**src/rtl/pdc_pkg.sv**
```systemverilog
package pdc_pkg;
  localparam int REG_W   = 8;
  localparam int PDE_BIT = 1;

  typedef enum logic {
    PM_RUN  = 1'b0,
    PM_DOWN = 1'b1
  } pm_state_t;
endpackage

```
**src/rtl/pdc_ctrl_reg.sv**
```systemverilog
module pdc_ctrl_reg
  import pdc_pkg::*;
(
  input  logic             clk,
  input  logic             rst,
  input  logic             wr_en,
  input  logic [REG_W-1:0] wr_data,
  output logic [REG_W-1:0] rd_data,
  output logic             enter,
  output logic             down
);
  pm_state_t        state_q;
  logic [REG_W-1:0] reg_q;

  assign enter   = wr_en && wr_data[PDE_BIT] && (state_q == PM_RUN);
  assign down    = (state_q == PM_DOWN);
  assign rd_data = reg_q;

  always_ff @(posedge clk) begin
    if (rst) begin
      reg_q   <= '0;
      state_q <= PM_RUN;
    end else if (state_q == PM_RUN) begin
      if (wr_en) reg_q <= wr_data;
      if (enter) state_q <= PM_DOWN;
    end
  end
endmodule

```
**src/rtl/pdc_pin_freeze.sv**
```systemverilog
module pdc_pin_freeze #(
  parameter int PINS = 8
) (
  input  logic            clk,
  input  logic            rst,
  input  logic            hold,
  input  logic            pd_next,
  input  logic [PINS-1:0] latch_val,
  input  logic [PINS-1:0] alt_val,
  input  logic [PINS-1:0] alt_sel,
  input  logic            ale_in,
  input  logic            psen_in,
  output logic [PINS-1:0] pin_out,
  output logic            ale_out,
  output logic            psen_out
);
  logic [PINS-1:0] live;
  logic [PINS-1:0] cap_q;

  for (genvar i = 0; i < PINS; i++) begin : g_pin
    assign live[i] = alt_sel[i] ? alt_val[i] : latch_val[i];

    always_ff @(posedge clk) begin
      if (rst)       cap_q[i] <= 1'b1;
      else if (!hold) cap_q[i] <= live[i];
    end
  end

  always_ff @(posedge clk) begin
    if (rst) begin
      ale_out  <= 1'b0;
      psen_out <= 1'b0;
    end else begin
      ale_out  <= ale_in  && !pd_next;
      psen_out <= psen_in && !pd_next;
    end
  end

  assign pin_out = cap_q;
endmodule

```
**src/rtl/pdc_stab_timer.sv**
```systemverilog
module pdc_stab_timer #(
  parameter int STAB_CYCLES = 1024
) (
  input  logic clk,
  input  logic rst,
  output logic core_rst,
  output logic core_rst_next,
  output logic sfr_clr
);
  localparam int CW = $clog2(STAB_CYCLES + 1);
  localparam logic [CW-1:0] LIM = CW'(STAB_CYCLES);

  logic [CW-1:0] cnt_q;
  logic [CW-1:0] cnt_nxt;

  assign cnt_nxt       = (cnt_q == LIM) ? cnt_q : cnt_q + CW'(1);
  assign core_rst_next = rst || (cnt_nxt != LIM);

  always_ff @(posedge clk) begin
    if (rst) begin
      cnt_q    <= '0;
      core_rst <= 1'b1;
      sfr_clr  <= 1'b1;
    end else begin
      cnt_q    <= cnt_nxt;
      core_rst <= (cnt_nxt != LIM);
      sfr_clr  <= 1'b0;
    end
  end
endmodule

```
**src/rtl/power_down_ctl.sv**
```systemverilog
module power_down_ctl #(
  parameter int PINS        = 8,
  parameter int STAB_CYCLES = 1024
) (
  input  logic            clk,
  input  logic            rst,
  input  logic            reg_wr_en,
  input  logic [7:0]      reg_wr_data,
  output logic [7:0]      reg_rd_data,
  input  logic [PINS-1:0] latch_val,
  input  logic [PINS-1:0] alt_val,
  input  logic [PINS-1:0] alt_sel,
  input  logic            ale_in,
  input  logic            psen_in,
  output logic [PINS-1:0] pin_out,
  output logic            ale_out,
  output logic            psen_out,
  output logic            pd_status,
  output logic            osc_en,
  output logic            core_clk_en,
  output logic            core_rst,
  output logic            sfr_clr,
  output logic            ram_retain
);
  logic enter;
  logic down;
  logic pd_next;
  logic core_rst_next;

  assign pd_next = down || enter;

  pdc_ctrl_reg u_reg (
    .clk     (clk),
    .rst     (rst),
    .wr_en   (reg_wr_en),
    .wr_data (reg_wr_data),
    .rd_data (reg_rd_data),
    .enter   (enter),
    .down    (down)
  );

  pdc_pin_freeze #(.PINS(PINS)) u_pins (
    .clk       (clk),
    .rst       (rst),
    .hold      (down),
    .pd_next   (pd_next),
    .latch_val (latch_val),
    .alt_val   (alt_val),
    .alt_sel   (alt_sel),
    .ale_in    (ale_in),
    .psen_in   (psen_in),
    .pin_out   (pin_out),
    .ale_out   (ale_out),
    .psen_out  (psen_out)
  );

  pdc_stab_timer #(.STAB_CYCLES(STAB_CYCLES)) u_stab (
    .clk           (clk),
    .rst           (rst),
    .core_rst      (core_rst),
    .core_rst_next (core_rst_next),
    .sfr_clr       (sfr_clr)
  );

  always_ff @(posedge clk) begin
    if (rst) begin
      osc_en      <= 1'b1;
      core_clk_en <= 1'b1;
      ram_retain  <= 1'b1;
    end else begin
      osc_en      <= !pd_next;
      core_clk_en <= !pd_next;
      ram_retain  <= pd_next || core_rst_next;
    end
  end

  assign pd_status = down;
endmodule

```
**config.mk**
```make
export PLATFORM = sky130hd
export DESIGN_NAME = power_down_ctl
export DESIGN_NICKNAME = d
export VERILOG_FILES = /design/src/rtl/pdc_pkg.sv /design/src/rtl/pdc_ctrl_reg.sv /design/src/rtl/pdc_pin_freeze.sv /design/src/rtl/pdc_stab_timer.sv /design/src/rtl/power_down_ctl.sv
export SDC_FILE = /design/constraint.sdc
export NUM_CORES = 1
export LEC_CHECK = 0
export ABC_AREA = 1
export BUFFER_PORTS_ARGS = -buffer_cell sky130_fd_sc_hd__clkbuf_2
export CORE_MARGIN = 4
export CORE_UTILIZATION = 47
export DETAILED_ROUTE_END_ITERATION = 10
export PLACE_DENSITY = 0.78
export SKIP_LAST_GASP = 1
export SYNTH_ARGS = -nofsm -noshare
export SYNTH_HDL_FRONTEND = slang
export SYNTH_SLANG_ARGS = --single-unit
```
**constraint.sdc**
```tcl
create_clock -name clk -period 1.7 [get_ports clk]
set_input_delay 0.085 -clock clk [delete_from_list [all_inputs] [get_ports clk]]
set_output_delay 0.085 -clock clk [all_outputs]
set_load 0.005 [all_outputs]
```
==> flow_metrics.env, run 1 <==
export IMPL_tightest_slew_ns=0.3108
export IMPL_synth_simple_area_share_pct=30.14
export IMPL_max_clock_freq_mhz=685.5
export IMPL_crit_path_start_kind="flop"
export IMPL_dp_slack_ns=0.2607
export IMPL_async_flop_share_pct=0
export IMPL_clkSinkCount=34
export IMPL_routed_wl_um=3454
export IMPL_insertion_delay_ns=0.33
export IMPL_clock_path_buffers=2
export IMPL_grt_overflow_total=0
export IMPL_synth_fa_ha_area_share_pct=1.652
export IMPL_yosysSeqAreaShare_pct=44.92
export IMPL_grt_antenna_before_repair=0
export IMPL_wl_per_cell_um=11.00
export IMPL_cts_tree="built"
export IMPL_post_route_period_util_pct=85.81
export IMPL_synth_top_family_by_area="simple AND/OR/NAND/NOR gates"
export IMPL_crit_required_ns=1.92
export IMPL_yosys_area_top_type="dfxtp_1"
export IMPL_worst_clock_skew_ns=0.006769
export IMPL_drive_gt1_share_pct=31.11
export IMPL_yosysWarnings=0
export IMPL_crit_arrival_ns=1.68
export IMPL_hold_class="in -> reg"
export IMPL_setup_viol=0
export IMPL_die_w_um=64.78
export IMPL_yosysTopAreaCellShare_pct=44.92
export IMPL_final_antenna_net_count=0
export IMPL_clk_pin_slew_worst_paths_ns=0.10
export IMPL_synth_area_um2=1515
export IMPL_dpl_cell_count=303
export IMPL_grt_start_max_net_pins=24
export IMPL_coreArea_um2=3078
export IMPL_finalHoldViolCount=0
export IMPL_utilization_pct=64.43
export IMPL_synth_top_cells_by_area="dfxtp_1 (45%), nor2_1 (10%), nand2_1 (7.9%), mux2i_1 (5.3%), o21ai_0 (5.3%)"
export IMPL_synth_xor_area_share_pct=2.312
export IMPL_drc_errors=0
export IMPL_p_leak_nw=1.007
export IMPL_power_density_nw_per_um2=853.1
export IMPL_hold_depth=3
export IMPL_ios=61
export IMPL_slew_violations=0
export IMPL_initialDrtViolationCount=71
export IMPL_status="completed"
export IMPL_die_area_um2=4196
export IMPL_multi_input_area_um2=732.0
export IMPL_gr_usage_all_layers_pct=17.54
export IMPL_top_layer_used="met4"
export IMPL_via_count=1483
export IMPL_muxShareOfSynthArea_pct=5.285
export IMPL_portBuffers=60
export IMPL_relSlewSlack_pct=79.28
export IMPL_syn_num_nets=241
export IMPL_wl_met3_um=233
export IMPL_rsz0062_at_grt="no"
export IMPL_r2r_cells=9
export IMPL_ctsResizeCount=0
export IMPL_syn_avg_cell_area_um2=7.501
export IMPL_die_y_um=64.78
export IMPL_dr_pass1_iters=4
export IMPL_grt_first_pass_wirelength_um=5664
export IMPL_cts_htree_levels=2
export IMPL_start_util_pct=49.23
export IMPL_wl_met2_um=1752
export IMPL_synth_most_common_cell="nor2_1"
export IMPL_post_route_min_period_ns=1.459
export IMPL_nNetsFinal=309
export IMPL_synth_compound_area_share_pct=8.918
export IMPL_synth_cell_types=22
export IMPL_ys_flop_type="dfxtp_1"
export IMPL_seq_area_um2=680.7
export IMPL_rows=20
export IMPL_antennaDiodeCount=0
export IMPL_cap_viol_max_count=0
export IMPL_synth_edf_count=0
export IMPL_cts_root_buf="clkbuf_4"
export IMPL_area_growth_pct=30.88
export IMPL_fill_cells=292
export IMPL_place_congestion=0.8483
export IMPL_fin_tns_setup_ns=0
export IMPL_postCtsSetupBuffers=0
export IMPL_path_class="reg -> reg"
export IMPL_cts_buffers=5
export IMPL_wl_met1_um=1425
export IMPL_grt_pass1_vias=1383
export IMPL_syn_inst=202
export IMPL_worstPathMaxFanout=3
export IMPL_ys_seq_elements=34
export IMPL_worst_slack_ns=0.2412
export IMPL_stdcell_count=314
export IMPL_cp_end_kind="flop"
export IMPL_vdd_drop_max_mv=0.6107
export IMPL_dpl_hpwl_um=2668
export IMPL_synth_common_cells="nor2_1 (42), dfxtp_1 (34), nand2_1 (32)"
export IMPL_vias_per_cell=4.723
## per-stage QoR
step	area (µm²)	hold WS (ns)	total power, W
floorplan	1515	0.1127	0.0009998
finish	1983	0.007295	0.001692
global placement	1862	0.2948	0.001101
global route	1983	0.009847	0.001785
detailed placement	1862	0.3016	0.001109
CTS	1983	0.009732	0.001704
## per-layer routing
layer,up-vias,track usage (%)
met1,654,17.81
met2,47,32.18
met4,0,6.332
li1,776,-
met3,6,6.759
met5,-,0
## placed cells by master, fill, tap and decap left out
cell type,synthesis,layout
a21oi_1,9,9
buf_4,1,2
bufinv_16,0,1
clkbuf_2,0,60
clkbuf_4,0,5
clkbuf_8,0,1
dfxtp_1,34,34
dlygate4sd3_1,0,4
ha_1,2,2
inv_1,19,19
inv_2,2,2
mux2i_1,8,8
nand2_1,32,32
nand2_2,4,4
nand3_1,9,9
nand3_2,2,2
nand4_1,4,4
nor2_1,42,42
nor2_2,4,4
nor2_4,3,3
nor3_1,1,1
o21ai_0,16,16
o21ai_1,2,2
xnor2_1,1,1
xor2_1,3,3
## path summary, 6_finish.rpt
path                                   from                              to  slack [ns]
max              u_stab.cnt_q[0]$_SDFF_PP0_           ram_retain$_SDFF_PP1_        0.24
min                          reg_wr_data[6]   u_reg.rd_data[6]$_SDFFE_PP0P_       0.007
max reg2reg      u_stab.cnt_q[0]$_SDFF_PP0_           ram_retain$_SDFF_PP1_        0.24
min reg2reg  u_pins.pin_out[0]$_SDFFE_PP1N_  u_pins.pin_out[0]$_SDFFE_PP1N_        0.48
## state kept, by name (all words and copies together) (netlist names)
register	flops
u_stab.cnt_q	11
u_stab.sfr_clr	1
u_stab.core_rst	1
ram_retain	1
u_reg.down	1
u_pins.pin_out	8
u_pins.psen_out	1
u_pins.ale_out	1
u_reg.rd_data	8
core_clk_en	1
## worst max-delay path, cell delays in order (launching register included)
cell and delay [ns]:
dfxtp_1 0.35, inv_2 0.09, ha_1 0.19, nand2_1 0.06, nor2_1 0.14, nand4_1 0.09
nand2_1 0.10, nand2_1 0.08, nor2_1 0.15, nand4_1 0.10
## report_power, final
part	switching, W	internal [W]
Combinational	0.000117	0.000112
Sequential	0.0000260	0.000842
Clock	0.000254	0.000342
## final cells by class
type / instances / share of cell area, %
Inverter: 21 / 3.975
Tap cell: 44 / 2.776
Timing Repair Buffer: 66 / 17.92
Multi-Input combinational cell: 142 / 36.91
Sequential cell: 34 / 34.32
Clock inverter: 1 / 1.514
Clock buffer: 6 / 2.587
## logic make-up (layout without fill, tap and decap cells)
family	Yosys count	after routing
buffers and inverters	26	94
AND/OR/NAND/NOR	101	101
AO/OA/AOI/OAI	27	27
multiplexers	8	8
flip-flops	34	34
XOR/XNOR	4	4
adder cells (fa/ha/maj)	2	2
## timing repair
item	in CTS	in global routing
setup endpoints to repair	0	0
endpoints found under the hold margin	4	0
hold buffers	4	0
Power figures use the tool's default switching activity.
==> run 2: changes to the inputs <==
--- a/config.mk
+++ b/config.mk
@@ -8,9 +8,9 @@
 export ABC_AREA = 1
 export BUFFER_PORTS_ARGS = -buffer_cell sky130_fd_sc_hd__clkbuf_2
 export CORE_MARGIN = 4
-export CORE_UTILIZATION = 47
+export CORE_UTILIZATION = 43
 export DETAILED_ROUTE_END_ITERATION = 10
-export PLACE_DENSITY = 0.78
+export PLACE_DENSITY = 0.73
 export SKIP_LAST_GASP = 1
 export SYNTH_ARGS = -nofsm -noshare
 export SYNTH_HDL_FRONTEND = slang
==> constraint.sdc (replaced) <==
create_clock -name clk -period 1.2 [get_ports clk]
set_input_delay 0.06 -clock clk [delete_from_list [all_inputs] [get_ports clk]]
set_output_delay 0.06 -clock clk [all_outputs]
set_load 0.005 [all_outputs]
==> run 2 against run 1 <==
Sequential cell count unchanged; non-clock buffer count increased by 32; critical endpoint unchanged; largest power group unchanged; worst hold slack got worse by 0.033 ns; the flow now finishes with violations (hold timing, setup timing); critical path depth decreased by 1.
==> flow_metrics.env, run 2 (synthesis results as in run 1) <==
export IMPL_area_growth_pct=55.57
export IMPL_vias_per_cell=4.782
export IMPL_stdcell_count=349
export IMPL_antennaDiodeCount=0
export IMPL_finalHoldViolCount=1
export IMPL_critPathBufInv=0
export IMPL_drive_gt1_share_pct=41.91
export IMPL_wl_per_cell_um=11.98
export IMPL_vdd_drop_max_mv=0.6856
export IMPL_hold_class="in -> reg"
export IMPL_cts_root_buf="clkbuf_4"
export IMPL_pwr_share_clk_pct=29.3
export IMPL_initialDrtViolationCount=78
export IMPL_portBuffers=60
export IMPL_die_w_um=67.36
export IMPL_clk_pin_slew_worst_paths_ns=0.11
export IMPL_power_density_nw_per_um2=984.9
export IMPL_relSlewSlack_pct=82.65
export IMPL_clock_path_buffers=2
export IMPL_rows=21
export IMPL_crit_top_cell="nor2_2"
export IMPL_cap_viol_max_count=0
export IMPL_critical_path_slowest_cell="dfxtp_4"
export IMPL_final_antenna_net_count=0
export IMPL_start_util_pct=45.05
export IMPL_cts_buffers=5
export IMPL_via_count=1669
export IMPL_fin_hold_ws_ns=-0.02527
export IMPL_coreArea_um2=3363
export IMPL_violations="hold timing, setup timing"
export IMPL_grt_start_max_net_pins=24
export IMPL_crit_start="u_stab.cnt_q[1]$_SDFF_PP0_"
export IMPL_dp_slack_ns=-0.1417
export IMPL_path_class="reg -> reg"
export IMPL_r2r_start="u_stab.cnt_q[1]$_SDFF_PP0_"
export IMPL_utilization_pct=70.09
export IMPL_dpl_cell_count=323
export IMPL_seq_power_share_pct=53.0
export IMPL_post_route_min_period_ns=1.326
export IMPL_cp_end_kind="flop"
export IMPL_ios=61
export IMPL_crit_arrival_ns=1.55
export IMPL_rsz0062_at_grt="yes"
export IMPL_postLayoutCellArea_um2=2357
export IMPL_regMostFlops="u_stab.cnt_q"
export IMPL_clkSinkCount=34
export IMPL_die_y_um=67.36
export IMPL_final_common_cell="clkbuf_2"
export IMPL_cts_tree="built"
export IMPL_crit_path_max_incr_delay_ns=0.39
export IMPL_worst_clock_skew_ns=0.009201
export IMPL_cts_htree_levels=2
export IMPL_largest_reg_flops=11
export IMPL_path_cells="ha_4 -> nand3_4 -> nor2_2 -> nand2_1 -> nand2_2 -> nand3_2 -> nor2_2 -> nand4_1"
export IMPL_layout_common_cells="clkbuf_2 (60), nor2_1 (37), nand2_1 (29), dfxtp_1 (26), buf_4 (19)"
export IMPL_place_congestion=0.8877
export IMPL_routed_wl_um=4180
export IMPL_die_area_um2=4537
export IMPL_insertion_delay_ns=0.34
export IMPL_p_leak_nw=1.163
export IMPL_p_int_w=0.001690
export IMPL_dr_pass1_iters=4
export IMPL_max_clock_freq_mhz=754.2
export IMPL_grt_antenna_before_repair=0
export IMPL_grt_overflow_total=0
export IMPL_critical_path_top_delay_family="simple AND/OR/NAND/NOR gates"
export IMPL_nNetsFinal=341
export IMPL_gr_usage_all_layers_pct=20.39
export IMPL_crit_required_ns=1.43
export IMPL_p_sw_share_pct=27.22
export IMPL_placement_cell_area_um2=2042
export IMPL_crit_path_start_kind="flop"
export IMPL_grt_first_pass_wirelength_um=6906
export IMPL_grt_pass1_vias=1604
export IMPL_tightest_slew_ns=0.2603
export IMPL_worst_slack_ns=-0.1259
export IMPL_setup_viol=2
export IMPL_drc_errors=0
export IMPL_post_route_period_util_pct=110.5
export IMPL_status="complete, but fails checks"
export IMPL_worstPathMaxFanout=3
export IMPL_min_from="alt_val[4]"
export IMPL_slew_violations=0
export IMPL_dpl_hpwl_um=2775
export IMPL_fill_cells=291
export IMPL_p_comb_share_pct=17.7
export IMPL_switchingPower_w=0.0006320
-- run 2: cell types whose count changed in the layout (fill, tap and decap cells not counted), moves of 3 or more --
cell           before  now
dfxtp_1            34   26
nand3_1             9    6
dfxtp_4             0    4
dlygate4sd3_1       4   18
buf_4               2   19
nor2_2              4    9
dfxtp_2             0    4
nand2_1            32   29
nor2_1             42   37
-- run 2: path summary, 6_finish.rpt --
check	end	slack (ns)	depth (start not counted)
worst max register to register	ram_retain$_SDFF_PP1_	-0.13	8
worst max-delay path	ram_retain$_SDFF_PP1_	-0.13	8
worst min-delay path	u_pins.pin_out[4]$_SDFFE_PP1N_	-0.03	3
worst min register to register	u_pins.pin_out[4]$_SDFFE_PP1N_	0.48	2
-- run 2: through the flow --
stage	power [W]	hold slack (ns)	setup TNS [ns]
floorplan	0.001430	0.08772	-0.01807
global placement	0.001605	0.2713	-0.2422
detailed placement	0.001612	0.2727	-0.2983
CTS	0.002352	0.003120	-0.2703
global route	0.002447	0.007424	-0.6955
finish	0.002322	-0.02527	-0.2296
-- run 2: metal layers --
| metal | vias to the layer above | track usage, % | share of wire [%] | wire (µm) |
|---|---|---|---|---|
| li1 | 836 | - | - | - |
| met1 | 752 | 24.13 | 39 | 1638 |
| met2 | 72 | 33.74 | 50 | 2105 |
| met3 | 9 | 6.489 | 8.5 | 354 |
| met4 | 0 | 8.861 | 2.0 | 82 |
| met5 | - | 0 | 0 | 0 |
-- run 2: cell type report --
| class | instances | area [µm²] | area share (%) |
|---|---|---|---|
| Tap cell | 46 | 57.56 | 2.442 |
| Clock buffer | 6 | 51.30 | 2.176 |
| Sequential cell | 34 | 700.7 | 29.72 |
| Multi-Input combinational cell | 142 | 819.5 | 34.77 |
| Clock inverter | 2 | 12.51 | 0.5308 |
| Inverter | 21 | 81.33 | 3.450 |
| Timing Repair Buffer | 98 | 634.4 | 26.91 |
-- run 2: what timing repair did --
action / 4_1_cts / 5_1_grt
endpoints found under the hold margin: 18 / 0
hold buffers: 25 / 0
setup endpoints to repair: 4 / 15
pin swaps: 2 / 4
resized for setup: 6 / 17
buffers inserted: 0 / 0
-- run 2: power groups by stage --
stage          registers [W]  clock network, W  logic, W
2_1_floorplan        0.00126                 0  0.000168
3_3_place_gp         0.00126                 0  0.000346
3_5_place_dp         0.00126                 0  0.000352
4_1_cts              0.00123          0.000692  0.000425
5_1_grt              0.00124          0.000746  0.000464
6_report             0.00123          0.000681  0.000411
-- run 2: worst min-delay path, delay by kind of cell --
family	cells	cell delay [ns]
buffers and inverters	1	0.07
multiplexers	1	0.06
AO/OA/AOI/OAI	1	0.10
==> run 3: changes to the inputs <==
--- a/config.mk
+++ b/config.mk
@@ -10,8 +10,8 @@
 export CORE_MARGIN = 4
 export CORE_UTILIZATION = 43
 export DETAILED_ROUTE_END_ITERATION = 10
+export MAX_ROUTING_LAYER = met4
 export PLACE_DENSITY = 0.73
-export SKIP_LAST_GASP = 1
 export SYNTH_ARGS = -nofsm -noshare
 export SYNTH_HDL_FRONTEND = slang
 export SYNTH_SLANG_ARGS = --single-unit
==> run 3 against run 2 <==
The run still ends with hold timing, setup timing left; die area unchanged; clock skew down 0.0030 ns; critical path depth unchanged; global-route usage increased by 0.62 points; sequential power about the same; clock-buffer cell count did not move; clock power decreased by 0.7%; non-clock buffer count unchanged; fmax shrank 0.60%; first-iteration DRC count grew 14%; sequential cell count stayed put; total power about the same; critical path type unchanged; highest routed layer unchanged.
==> flow_metrics.env, run 3 (synthesis results as in run 1) <==
export IMPL_status="complete, but fails checks"
export IMPL_violations="hold timing, setup timing"
export IMPL_relSlewSlack_pct=82.94
export IMPL_die_area_um2=4537
export IMPL_crit_arrival_ns=1.56
export IMPL_worstPathMaxFanout=3
export IMPL_die_y_um=67.36
export IMPL_gr_usage_all_layers_pct=21.01
export IMPL_cp_end_kind="flop"
export IMPL_power_density_nw_per_um2=983.4
export IMPL_insertion_delay_ns=0.34
export IMPL_hold_class="in -> reg"
export IMPL_die_w_um=67.36
export IMPL_p_leak_nw=1.163
export IMPL_crit_path_start_kind="flop"
export IMPL_fin_tns_setup_ns=-0.2449
export IMPL_path_cells="ha_4 -> nand3_4 -> nor2_2 -> nand2_1 -> nand2_2 -> nand3_2 -> nor2_2 -> nand4_1"
export IMPL_crit_path_max_incr_delay_ns=0.39
export IMPL_layout_common_cells="clkbuf_2 (60), nor2_1 (36), nand2_1 (28), dfxtp_1 (26), buf_4 (19)"
export IMPL_placement_cell_area_um2=2042
export IMPL_dpl_cell_count=323
export IMPL_drc_errors=0
export IMPL_nNetsFinal=341
export IMPL_critical_path_slowest_cell="dfxtp_4"
export IMPL_vdd_drop_max_mv=0.6756
export IMPL_cts_buffers=5
export IMPL_cts_htree_levels=2
export IMPL_place_congestion=0.9027
export IMPL_portBuffers=60
export IMPL_worst_slack_ns=-0.1339
export IMPL_routed_wl_um=4177
export IMPL_postLayoutCellArea_um2=2362
export IMPL_regMostFlops="u_stab.cnt_q"
export IMPL_rows=21
export IMPL_via_count=1673
export IMPL_max_clock_freq_mhz=749.7
export IMPL_drive_gt1_share_pct=42.57
export IMPL_ios=61
export IMPL_grt_antenna_before_repair=0
export IMPL_clock_path_buffers=2
export IMPL_grt_first_pass_wirelength_um=6927
export IMPL_initialDrtViolationCount=89
export IMPL_finalHoldViolCount=1
export IMPL_rsz0062_at_grt="yes"
export IMPL_grt_pass1_vias=1599
export IMPL_area_growth_pct=55.90
export IMPL_post_route_min_period_ns=1.334
export IMPL_slew_violations=0
export IMPL_path_class="reg -> reg"
export IMPL_antennaDiodeCount=0
export IMPL_setup_viol=2
export IMPL_cts_root_buf="clkbuf_4"
export IMPL_coreArea_um2=3363
export IMPL_dr_pass1_iters=4
export IMPL_worst_clock_skew_ns=0.006229
export IMPL_crit_top_cell="nor2_2"
export IMPL_vias_per_cell=4.794
export IMPL_grt_overflow_total=0
export IMPL_clk_pin_slew_worst_paths_ns=0.11
export IMPL_post_route_period_util_pct=111.2
export IMPL_dpl_hpwl_um=2775
export IMPL_final_antenna_net_count=0
export IMPL_cts_tree="built"
export IMPL_wl_per_cell_um=11.97
export IMPL_fin_hold_ws_ns=-0.01852
export IMPL_clkSinkCount=34
export IMPL_final_common_cell="clkbuf_2"
export IMPL_stdcell_count=349
export IMPL_postCtsSetupBuffers=0
export IMPL_largest_reg_flops=11
export IMPL_start_util_pct=45.05
export IMPL_tightest_slew_ns=0.2557
export IMPL_crit_required_ns=1.42
export IMPL_grt_start_max_net_pins=24
export IMPL_cap_viol_max_count=0
## run 3: cell count changes in the layout (fill, tap and decap cells not counted)
cell / before / now
nand2_1: 29 / 28
nand2_2: 6 / 7
nor2_1: 37 / 36
nor2_2: 9 / 10
## run 3: repair_timing
item / in CTS / in global routing
hold buffers: 25 / 0
setup endpoints to repair: 4 / 15
pin swaps: 2 / 4
gates resized for setup: 6 / 19
hold endpoints to repair: 18 / 0
## run 3: stage by stage
step                      util [%]  setup WS, ns  power, W
after global placement       60.71       -0.1273  0.001605
after CTS                    70.65       -0.1400  0.002352
after global routing         70.24       -0.1983  0.002452
after detailed placement     60.71       -0.1417  0.001612
final                        70.24       -0.1339  0.002323
after floorplan                  -      -0.01481  0.001430
## run 3: where the power goes
group / leakage, nW / total, W / switching [W] / internal [W]
Clock: 0.0343 / 0.000676 / 0.000395 / 0.000281
Combinational: 0.844 / 0.000417 / 0.000195 / 0.000222
Sequential: 0.285 / 0.00123 / 0.0000409 / 0.00119
Total: 1.16 / 0.00232 / 0.000631 / 0.00169
## run 3: final timing paths
path | slack [ns] | endpoint | start | cells past startpoint
setup / recovery | -0.13 | ram_retain$_SDFF_PP1_ | u_stab.cnt_q[1]$_SDFF_PP0_ | 8
hold / removal | -0.02 | u_pins.pin_out[4]$_SDFFE_PP1N_ | alt_val[4] | 3
setup reg to reg | -0.13 | ram_retain$_SDFF_PP1_ | u_stab.cnt_q[1]$_SDFF_PP0_ | 8
hold reg to reg | 0.48 | u_pins.pin_out[4]$_SDFFE_PP1N_ | u_pins.pin_out[4]$_SDFFE_PP1N_ | 2
## run 3: worst max-delay path, delay by kind of cell, from the launching register on
kind / cells / cell delay, ns
adder cells (fa/ha/maj): 1 / 0.18
AND/OR/NAND/NOR: 7 / 0.67
flip-flops: 1 / 0.39
## run 3: final cells by class
type                       count  area [µm²]
fill                         289        1001
tap                           46       57.56
timing repair buffer          98       634.4
clock inverter                 2       12.51
inverter                      21       81.33
sequential                    34       700.7
clock buffer                   6       51.30
multi-input combinational    142       824.5
## run 3: layer usage
metal	vias up	track usage [%]	part of all wire [%]
met5	-	-	0
met4	0	8.861	1.7
met3	9	4.659	6.6
met2	62	33.74	50
met1	764	25.36	41
li1	838	-	-
